--- config.mk ---
export PLATFORM = sky130hd
export DESIGN_NAME = dgam_top
export DESIGN_NICKNAME = d
export VERILOG_FILES = /design/src/rtl/dgam_pkg.sv /design/src/rtl/dgam_regs.sv /design/src/rtl/dgam_seg_dec.sv /design/src/rtl/dgam_lerp.sv /design/src/rtl/dgam_top.sv
export SDC_FILE = /design/constraint.sdc
export NUM_CORES = 2
export LEC_CHECK = 0
export ABC_AREA = 1
export ABC_CLOCK_PERIOD_IN_PS = 9000
export BUFFER_PORTS_ARGS = -buffer_cell sky130_fd_sc_hd__buf_2
export CORE_MARGIN = 1
export CORE_UTILIZATION = 37
export DETAILED_ROUTE_END_ITERATION = 8
export SLEW_MARGIN = 5
export SYNTH_ARGS = -nofsm -noshare
export SYNTH_HDL_FRONTEND = slang
export SYNTH_SLANG_ARGS = --single-unit
--- constraint.sdc ---
create_clock -name clk -period 9 [get_ports clk]
set_input_delay 0.9 -clock clk [delete_from_list [all_inputs] [get_ports clk]]
set_output_delay 0.9 -clock clk [all_outputs]
set_load 0.01 [all_outputs]
--- src/rtl/dgam_pkg.sv ---
package dgam_pkg;
   typedef enum logic [1:0] {
      RA_INDEX = 2'd0,
      RA_DATA  = 2'd1,
      RA_MODE  = 2'd2,
      RA_NONE  = 2'd3
   } reg_addr_e;

   localparam int AI_BIT  = 10;  // auto-increment flag in index word
   localparam int EN_BIT  = 31;  // degamma enable in mode word
   localparam int EXT_BIT = 2;   // extended-input mode in mode word
endpackage

--- src/rtl/dgam_regs.sv ---
module dgam_regs #(
   parameter int FRAC_W   = 16,
   parameter int INT_W    = 3,
   parameter int SEG_BITS = 5,
   localparam int OUT_W   = FRAC_W + INT_W,
   localparam int NPTS    = (1 << SEG_BITS) + 1,
   localparam int NENT    = NPTS + 2,
   localparam int IDX_W   = $clog2(NENT),
   localparam int WGT_W   = FRAC_W - SEG_BITS
) (
   input  logic                           clk,
   input  logic                           rst_n,
   input  logic                           reg_we,
   input  logic                           reg_re,
   input  logic [1:0]                     reg_addr,
   input  logic [31:0]                    reg_wdata,
   output logic [31:0]                    reg_rdata,
   output logic [NENT-1:0][OUT_W-1:0]     tbl,
   output logic                           deg_en,
   output logic                           ext_en,
   output logic [IDX_W-1:0]               cur_idx,
   output logic                           auto_inc
);
   import dgam_pkg::*;

   function automatic logic [OUT_W-1:0] init_val(input int e);
      if (e < NPTS)       return OUT_W'(e) << WGT_W;
      else if (e == NPTS) return OUT_W'(3) << FRAC_W;
      else                return OUT_W'(7) << FRAC_W;
   endfunction

   logic                wr_idx, wr_dat, rd_dat, wr_mode;
   logic [IDX_W-1:0]    idx_nxt, idx_fld;

   assign wr_idx  = reg_we && (reg_addr == RA_INDEX);
   assign wr_dat  = reg_we && (reg_addr == RA_DATA);
   assign wr_mode = reg_we && (reg_addr == RA_MODE);
   assign rd_dat  = reg_re && (reg_addr == RA_DATA);
   assign idx_nxt = (cur_idx == IDX_W'(NENT - 1)) ? '0 : cur_idx + 1'b1;
   assign idx_fld = (reg_wdata[IDX_W-1:0] < IDX_W'(NENT)) ? reg_wdata[IDX_W-1:0] : '0;

   always_ff @(posedge clk) begin
      if (!rst_n) begin
         cur_idx  <= '0;
         auto_inc <= 1'b0;
      end else if (wr_idx) begin
         auto_inc <= reg_wdata[AI_BIT];
         if (!auto_inc) cur_idx <= idx_fld;
      end else if ((wr_dat || rd_dat) && auto_inc) begin
         cur_idx <= idx_nxt;
      end
   end

   always_ff @(posedge clk) begin
      if (!rst_n) begin
         deg_en <= 1'b0;
         ext_en <= 1'b0;
      end else if (wr_mode) begin
         deg_en <= reg_wdata[EN_BIT];
         ext_en <= reg_wdata[EXT_BIT];
      end
   end

   always_ff @(posedge clk) begin
      if (!rst_n) begin
         for (int e = 0; e < NENT; e++) tbl[e] <= init_val(e);
      end else if (wr_dat) begin
         tbl[cur_idx] <= reg_wdata[OUT_W-1:0];
      end
   end

   always_ff @(posedge clk) begin
      if (!rst_n) begin
         reg_rdata <= '0;
      end else if (reg_re) begin
         reg_rdata <= '0;
         case (reg_addr)
            RA_INDEX: begin
               reg_rdata[AI_BIT]      <= auto_inc;
               reg_rdata[IDX_W-1:0]   <= cur_idx;
            end
            RA_DATA:  reg_rdata[OUT_W-1:0] <= tbl[cur_idx];
            RA_MODE: begin
               reg_rdata[EN_BIT]  <= deg_en;
               reg_rdata[EXT_BIT] <= ext_en;
            end
            default:  reg_rdata <= '0;
         endcase
      end
   end
endmodule

--- src/rtl/dgam_seg_dec.sv ---
module dgam_seg_dec #(
   parameter int FRAC_W   = 16,
   parameter int INT_W    = 3,
   parameter int SEG_BITS = 5,
   localparam int OUT_W   = FRAC_W + INT_W,
   localparam int NPTS    = (1 << SEG_BITS) + 1,
   localparam int NENT    = NPTS + 2,
   localparam int IDX_W   = $clog2(NENT),
   localparam int WGT_W   = FRAC_W - SEG_BITS
) (
   input  logic [OUT_W-1:0]  x,
   input  logic              ext_en,
   output logic [IDX_W-1:0]  lo,
   output logic [IDX_W-1:0]  hi,
   output logic [FRAC_W-1:0] t
);
   localparam logic [OUT_W-1:0] ONE   = OUT_W'(1) << FRAC_W;
   localparam logic [OUT_W-1:0] THREE = OUT_W'(3) << FRAC_W;
   localparam logic [OUT_W-1:0] SEVEN = OUT_W'(7) << FRAC_W;
   localparam logic [IDX_W-1:0] I_TOP = IDX_W'(NPTS - 1);
   localparam logic [IDX_W-1:0] I_E3  = IDX_W'(NPTS);
   localparam logic [IDX_W-1:0] I_E7  = IDX_W'(NPTS + 1);

   logic [OUT_W-1:0] off1, off3;
   assign off1 = x - ONE;
   assign off3 = x - THREE;

   always_comb begin
      if (x < ONE) begin
         lo = IDX_W'(x[FRAC_W-1:WGT_W]);
         hi = lo + 1'b1;
         t  = {x[WGT_W-1:0], {SEG_BITS{1'b0}}};
      end else if (!ext_en) begin
         lo = I_TOP;
         hi = I_TOP;
         t  = '0;
      end else if (x < THREE) begin
         lo = I_TOP;
         hi = I_E3;
         t  = off1[FRAC_W:1];
      end else if (x < SEVEN) begin
         lo = I_E3;
         hi = I_E7;
         t  = off3[FRAC_W+1:2];
      end else begin
         lo = I_E7;
         hi = I_E7;
         t  = '0;
      end
   end
endmodule

--- src/rtl/dgam_lerp.sv ---
module dgam_lerp #(
   parameter int FRAC_W = 16,
   parameter int OUT_W  = 19
) (
   input  logic [OUT_W-1:0]  a,
   input  logic [OUT_W-1:0]  b,
   input  logic [FRAC_W-1:0] t,
   output logic [OUT_W-1:0]  y
);
   logic signed [OUT_W:0]          diff;
   logic signed [OUT_W+FRAC_W+1:0] prod;
   logic signed [OUT_W+FRAC_W+1:0] step;
   logic signed [OUT_W+1:0]        sum;

   assign diff = $signed({1'b0, b}) - $signed({1'b0, a});
   assign prod = diff * $signed({1'b0, t});
   assign step = prod >>> FRAC_W;
   assign sum  = $signed({2'b00, a}) + step[OUT_W+1:0];
   assign y    = sum[OUT_W-1:0];
endmodule

--- src/rtl/dgam_top.sv ---
module dgam_top #(
   parameter int FRAC_W   = 16,
   parameter int INT_W    = 3,
   parameter int SEG_BITS = 5,
   localparam int OUT_W   = FRAC_W + INT_W,
   localparam int NPTS    = (1 << SEG_BITS) + 1,
   localparam int NENT    = NPTS + 2,
   localparam int IDX_W   = $clog2(NENT)
) (
   input  logic              clk,
   input  logic              rst_n,
   input  logic              reg_we,
   input  logic              reg_re,
   input  logic [1:0]        reg_addr,
   input  logic [31:0]       reg_wdata,
   output logic [31:0]       reg_rdata,
   input  logic              pix_valid,
   input  logic [OUT_W-1:0]  pix_in,
   output logic              out_valid,
   output logic [OUT_W-1:0]  pix_out
);
   generate
      if (INT_W != 3) begin : g_bad_int
         $error("INT_W must be 3 so that 3.0 and 7.0 are representable");
      end
      if (SEG_BITS < 1 || SEG_BITS >= FRAC_W) begin : g_bad_seg
         $error("SEG_BITS must lie between 1 and FRAC_W-1");
      end
      if (IDX_W > dgam_pkg::AI_BIT) begin : g_bad_idx
         $error("index field overlaps the auto-increment flag");
      end
   endgenerate

   logic [NENT-1:0][OUT_W-1:0] tbl;
   logic                       deg_en, ext_en, auto_inc;
   logic [IDX_W-1:0]           cur_idx;
   logic [IDX_W-1:0]           lo, hi;
   logic [FRAC_W-1:0]          t;
   logic [OUT_W-1:0]           y;

   dgam_regs #(.FRAC_W(FRAC_W), .INT_W(INT_W), .SEG_BITS(SEG_BITS)) u_regs (
      .clk(clk), .rst_n(rst_n), .reg_we(reg_we), .reg_re(reg_re),
      .reg_addr(reg_addr), .reg_wdata(reg_wdata), .reg_rdata(reg_rdata),
      .tbl(tbl), .deg_en(deg_en), .ext_en(ext_en),
      .cur_idx(cur_idx), .auto_inc(auto_inc)
   );

   dgam_seg_dec #(.FRAC_W(FRAC_W), .INT_W(INT_W), .SEG_BITS(SEG_BITS)) u_dec (
      .x(pix_in), .ext_en(ext_en), .lo(lo), .hi(hi), .t(t)
   );

   // stage 1: segment pick and table fetch
   logic              s1_vld, s1_byp;
   logic [OUT_W-1:0]  s1_x, s1_a, s1_b;
   logic [FRAC_W-1:0] s1_t;

   always_ff @(posedge clk) begin
      if (!rst_n) begin
         s1_vld <= 1'b0;
         s1_byp <= 1'b1;
         s1_x   <= '0;
         s1_a   <= '0;
         s1_b   <= '0;
         s1_t   <= '0;
      end else begin
         s1_vld <= pix_valid;
         s1_byp <= !deg_en;
         s1_x   <= pix_in;
         s1_a   <= tbl[lo];
         s1_b   <= tbl[hi];
         s1_t   <= t;
      end
   end

   dgam_lerp #(.FRAC_W(FRAC_W), .OUT_W(OUT_W)) u_lerp (
      .a(s1_a), .b(s1_b), .t(s1_t), .y(y)
   );

   // stage 2: interpolate or bypass
   always_ff @(posedge clk) begin
      if (!rst_n) begin
         out_valid <= 1'b0;
         pix_out   <= '0;
      end else begin
         out_valid <= s1_vld;
         pix_out   <= s1_byp ? s1_x : y;
      end
   end
endmodule

==> Word level (Yosys, flattened, before mapping) <==
Cells that the tools add are included.
{ "totals": {"input_bits": 58, "regBits": 789, "word_cells": 115, "output_inout_bits": 52} }
{ "op_classes": {"magnitude_cmp": 8, "addsub": 6, "bitwise": 2, "n_mux": 33, "n_mul": 1, "reduce_logical": 12, "eq_ne": 4} }
{ "op_table": {"columns": ["cell", "count"], "rows": [
  ["$bwmux 665", 1],
  ["$bmux 19 s6", 3],
  ["$demux 19 s6", 1],
  ["$mux 19", 5],
  ["$mux 16", 4],
  ["$mux 6", 10],
  ["$mul 20x17->35", 1],
  ["$lt 6x7->1 const B", 3],
  ["$sub 19x19->20", 1],
  ["$add 19x19->19", 1],
  ["$lt 19x17->1 const B", 1],
  ["$lt 19x18->1 const B", 1],
  ["$lt 19x19->1 const B", 1],
  ["$sub 18x18->18 const B", 1],
  ["$sub 17x17->17 const B", 1],
  ["$mux 8", 1],
  ["$add 5x1->6 const B", 1],
  ["$add 6x1->6 const B", 1],
  ["$eq 6x6->1 const B", 1],
  ["$ge 6x1->1 const B", 1],
  ["$logic_and 1x1->1", 6],
  ["$lt 6x6->1 const B", 1],
  ["$pmux 3 s2", 1],
  ["$mux 2", 2],
  ["15 further kinds", 16]
]} }

==> Longest topological paths before layout <==
{ "logic_depth": {"word_depth": 7, "ltp_mapped": 51} }

==> Modules after synthesis <==
A second synthesis with hierarchy kept.
{ "unflattened": {"cells_unflattened": 9600, "area_unflattened_um2": 61012.3} }
{ "by_module_without_submodules": {"columns": ["mod", "cells_per_inst", "area_per_inst_um2", "n_inst", "seq_area_each_um2"], "rows": [
  ["dgam_regs", 4002, 29201.8, 1, 13893.3],
  ["dgam_top", 3695, 17565.6, 1, 1901.8],
  ["dgam_lerp", 1775, 13661.9, 1, 0.0],
  ["dgam_seg_dec", 128, 583.1, 1, 0.0]
]} }

==> Least setup slack after synthesis <==
No wires, ideal clock.
{ "synth_path": {"kind": "register to register", "from": "register s1_a[8]", "to": "register pix_out[18]", "stages_incl_launch_ff": 46, "arrival_time_ps": 8134, "setup_slack_ps": 757, "setup_time_ps": 109, "n_path_buf": 1, "path_cell_list": "dfxtp_1 inv_1 ha_1 a21o_1 a21oi_1 nand2_1 a21oi_1 o21ai_1 nand3_1 nand2_1 a21o_1 or2_1 buf_4 nand2_2 nor2_1 fa_1 inv_1 fa_1 [... 10 more ...] nand4_1 nand3_1 nand3_1 nand2_1 a21oi_1 nor3_1 nor2_1 xor2_1 ha_1 nand2_1 nor3_1 nand2_1 o311ai_0 nand3_1 nand3_1 nand3_1 nand2_1 inv_1"} }
{ "synth_via": {"elab_chain_cells": 4} }
{ "synth_lines": {"columns": ["item", "line", "text"], "rows": [
  ["from (decl)", "dgam_top.sv:54", "logic [OUT_W-1:0] s1_x, s1_a, s1_b;"],
  ["from (signal assigned)", "dgam_top.sv:69", "s1_a <= tbl[lo];"],
  ["$sub 19x19->20", "dgam_lerp.sv:15", "assign diff = $signed({1'b0, b}) - $signed({1'b0, a});"],
  ["$mul 20x17->35", "dgam_lerp.sv:16", "assign prod = diff * $signed({1'b0, t});"],
  ["$add 19x19->19 *", "dgam_lerp.sv:18", "assign sum = $signed({2'b00, a}) + step[OUT_W+1:0];"],
  ["$mux 19 *", "dgam_top.sv:86", "pix_out <= s1_byp ? s1_x : y;"],
  ["to (signal assigned)", "dgam_top.sv:86", null],
  ["to (decl)", "dgam_top.sv:20", "output logic [OUT_W-1:0] pix_out"]
]} }
Every way passes the cells marked *; elsewhere a longest branch is shown, timed or not.
A chain may end at the register's enable or synchronous reset.

==> Worst setup path in the final report <==
{ "layout_path": {"from": "register s1_a[0]", "to": "register pix_out[17]"} }
Same word-level chain as after synthesis.

==> impl_metrics.csv <==
group,metric,value,unit
outcome,status,"complete, but fails checks",
outcome,violations,"max-capacitance violations, max-slew violations",
worst_setup_path,r2r_setup_slack,0.38,ns
global_routing,grt_pass1_wl,361000,um
drt,antenna_left,0,
worst_setup_path,required,9.55,ns
cts,cts_hold_buf,0,
drt,drt-met1-wl,98200,um
hold_path,worstHoldPathType,"flop to flop",
synthesis,synth.avg_cell_area,6.99,sq um
drt,via_count,60327,
placed_design,dpl.hpwl,158000,um
finish,ff_latch_area,0.0158,sq mm
synthesis,syn_area,0.0569,sq mm
finish,syn2layout_area_growth,9.50,%
cts,cts_buffers,89,
synthesis,ys_seq_area_frac,0.278,
power_and_ir_drop,swShare,0.347,
floorplanning,core,0.152,sq mm
cts,clk_pin_slew,0.06,ns
worst_setup_path,path_class,"flop to flop",
worst_setup_path,worst_path_max_delay_cell,"fa_1",
placed_design,place_congestion,0.954,
worst_setup_path,crit_fanout,5,
synthesis,syn_inst,8136,
worst_setup_path,endpoint_kind,"flop",
synthesis,synth_seq_cells,789,
power_and_ir_drop,p_switching,3.59,mW
worst_setup_path,critical_path_arrival,9.17,ns
finish,drive_gt1_frac,0.0811,
run,maxCapViolations,1,
synthesis,synthArstFlopShare,0,
sta,max-slew-margin-rel,-0.101,
floorplanning,die_h,394,um
sta,period_needed,8.62,ns
cts,clockRootBuffer,"clkbuf_16",
finish,finalNonFillerCells,9956,
finish,finish.net_count,8346,
cts,cts_max_level,3,
worst_setup_path,crit_buf_inv,10,
floorplanning,ios,110,
sta,tightest_slew,1.63,ns
synthesis,synth_cell_types,63,
cts,cts_tree,"done",
global_routing,grt-ovfl-total,0,
sta,whs,0.415,ns
drt,totalWireLength,249000,um
floorplanning,num_rows,143,
finish,multi_input_area,0.0342,sq mm
worst_setup_path,crit_top_cell,"fa_1",
sta,rsz0062_at_grt,"true",
drt,dr.pass1.iters,9,
global_routing,grt_pass1_vias,54725,
sta,fmax,116,MHz
sta,timing.final.crit_share,0.958,
synthesis,yosysWarnings,0,
drt,viasPerCell,6.06,
floorplanning,initial_core_util,0.374,
global_routing,grt_usage,0.305,
sta,fin_ws,0.381,ns
synthesis,ys.flop_type,"dfxtp_1",
placed_design,place_inst,9776,
sta,setup_viol,0,
power_and_ir_drop,power_frac_comb,0.279,
placed_design,place_ws,0.0691,ns
finish,fillerInstances,15615,
floorplanning,dieArea,0.155,sq mm
global_routing,antenna_found_initial,17,
power_and_ir_drop,p_int,6.76,mW
worst_setup_path,critPathLaunchType,"flop",
worst_setup_path,critPathMaxStageDelay,0.57,ns
cts,cts_sinks,789,
drt,wl_per_cell,25.0,um
power_and_ir_drop,p_leak,25.0,nW
cts,cts_buffer_depth,3,
sta,report.final.hold_viol_count,0,
finish,stdcell_area,0.0623,sq mm
power_and_ir_drop,pwr-share-clk,0.377,
drt,drc,0,
drt,wl_met3,33800,um
floorplanning,fp.dieW,394,um
placed_design,placed_cell_area,0.0587,sq mm
drt,wl_met2,102000,um
power_and_ir_drop,ir_worst_vdd,142,uV
power_and_ir_drop,p_per_area,166,mW/mm^2
drt,top_layer_used,"met5",
cts,worstSkewPairLatency,0.69,ns
drt,first_iter_violations,9758,
global_routing,grt_max_degree,268,
placed_design,io_buffer_count,85,
sta,fin_worst_skew,0.0367,ns
sta,drv_slew,69,
power_and_ir_drop,seq_power_share,0.344,
worst_setup_path,critical-path-top-delay-family,"adder cells",
synthesis,synth_edf_count,0,
finish,finish.utilization,0.409,
## path summary, 6_finish.rpt
path	start	endpoint	cells past startpoint
worst min-delay path	u_regs.deg_en	s1_byp	1
worst min register to register	u_regs.deg_en	s1_byp	1
worst max-delay path	s1_a[0]	pix_out[17]	43
worst max register to register	s1_a[0]	pix_out[17]	43
## final cells by class
| cell class | instances | area share |
|---|---|---|
| multi-input cells | 5482 | 0.549 |
| clock buffers | 135 | 0.0439 |
| flip-flops and latches | 789 | 0.254 |
| diodes | 6 | 0.000241 |
| inverters | 1173 | 0.0711 |
| clock inverters | 26 | 0.00526 |
| well taps | 2030 | 0.0408 |
| repair buffers | 315 | 0.0363 |
## cell usage after synthesis, types with 11 or more instances
cell type	count	area [sq um]
o21ai_0	1205	6030
a21oi_1	1190	5960
inv_1	1142	4290
nand2_1	800	3000
dfxtp_1	789	15800
nor2_1	409	1540
clkbuf_1	396	1490
nand3_1	332	1660
fa_1	309	6190
o22ai_1	236	1480
buf_2	216	1080
o21ai_1	214	1070
o211ai_1	194	1460
ha_1	129	1610
nor3_1	69	345
a211oi_1	68	510
o41ai_1	43	377
buf_4	38	285
o21a_1	35	263
a22oi_1	28	210
xor2_1	27	236
buf_1	26	97.6
buf_6	25	282
o221ai_1	20	175
inv_2	19	71.3
o311ai_0	18	158
a221oi_1	14	123
o2111ai_1	14	123
o31ai_1	14	105
or2_2	14	87.6
a31oi_1	13	81.3
nand4_1	13	81.3
clkinv_1	11	41.3
xnor2_1	11	96.3
## cells by family after synthesis
logic type	count (synthesis)	share of synthesized area
AO/OA/AOI/OAI	3331	0.322
XOR/XNOR	39	0.00614
adder cells (fa/ha/maj)	438	0.137
buffers and inverters	1876	0.135
flip-flops	789	0.278
other	1	0.0000659
AND/OR/NAND/NOR	1662	0.122
## what timing repair did
action                     4_1_cts  5_1_grt
setup endpoints to repair        0       11
resized for setup                0       96
setup buffers                    0       13
## through the flow
stage	total power, mW	setup TNS [ns]
6_report	10.3	0
3_5_place_dp	6.27	0
4_1_cts	10.1	0
5_1_grt	10.7	-0.245
2_1_floorplan	5.31	0
3_3_place_gp	6.26	-0.0191
## state kept, by name (all words and copies together) (netlist names)
| signal | cells |
|---|---|
| pix_out | 19 |
| u_regs.deg_en | 1 |
| u_regs.tbl | 665 |
| out_valid | 1 |
| s1_byp | 1 |
| s1_t | 16 |
| u_regs.cur_idx | 6 |
| u_regs.reg_rdata | 20 |
| u_regs.auto_inc | 1 |
| s1_x | 19 |
| u_regs.ext_en | 1 |
| s1_vld | 1 |
| s1_b | 19 |
| s1_a | 19 |
## per-layer routing
layer | track usage | vias to the layer above
li1 | - | 26905
met1 | 0.413 | 28349
met2 | 0.444 | 4218
met3 | 0.0811 | 845
met4 | 0.155 | 10
met5 | 0 | -
## layout by cell type (no fill, tap or decap), drive strengths merged, types with 70 or more instances in the layout
master / Yosys / layout
dfxtp: 789 / 789
nand2: 807 / 807
nand3: 333 / 333
clkbuf: 397 / 135
nor3: 70 / 70
fa: 309 / 309
nor2: 413 / 413
ha: 129 / 129
inv: 1161 / 1160
o21ai: 1421 / 1421
a21oi: 1190 / 1190
o22ai: 237 / 237
o211ai: 194 / 194
buf: 306 / 315
## power by group through the flow
stage	clock network (mW)	registers, mW	logic [mW]
final	3.90	3.56	2.89
after global routing	4.05	3.56	3.11
after CTS	3.91	3.56	2.64
after detailed placement	0	3.64	2.63
after global placement	0	3.64	2.62
after floorplan	0	3.63	1.69
(Power assumes the default switching activity.)
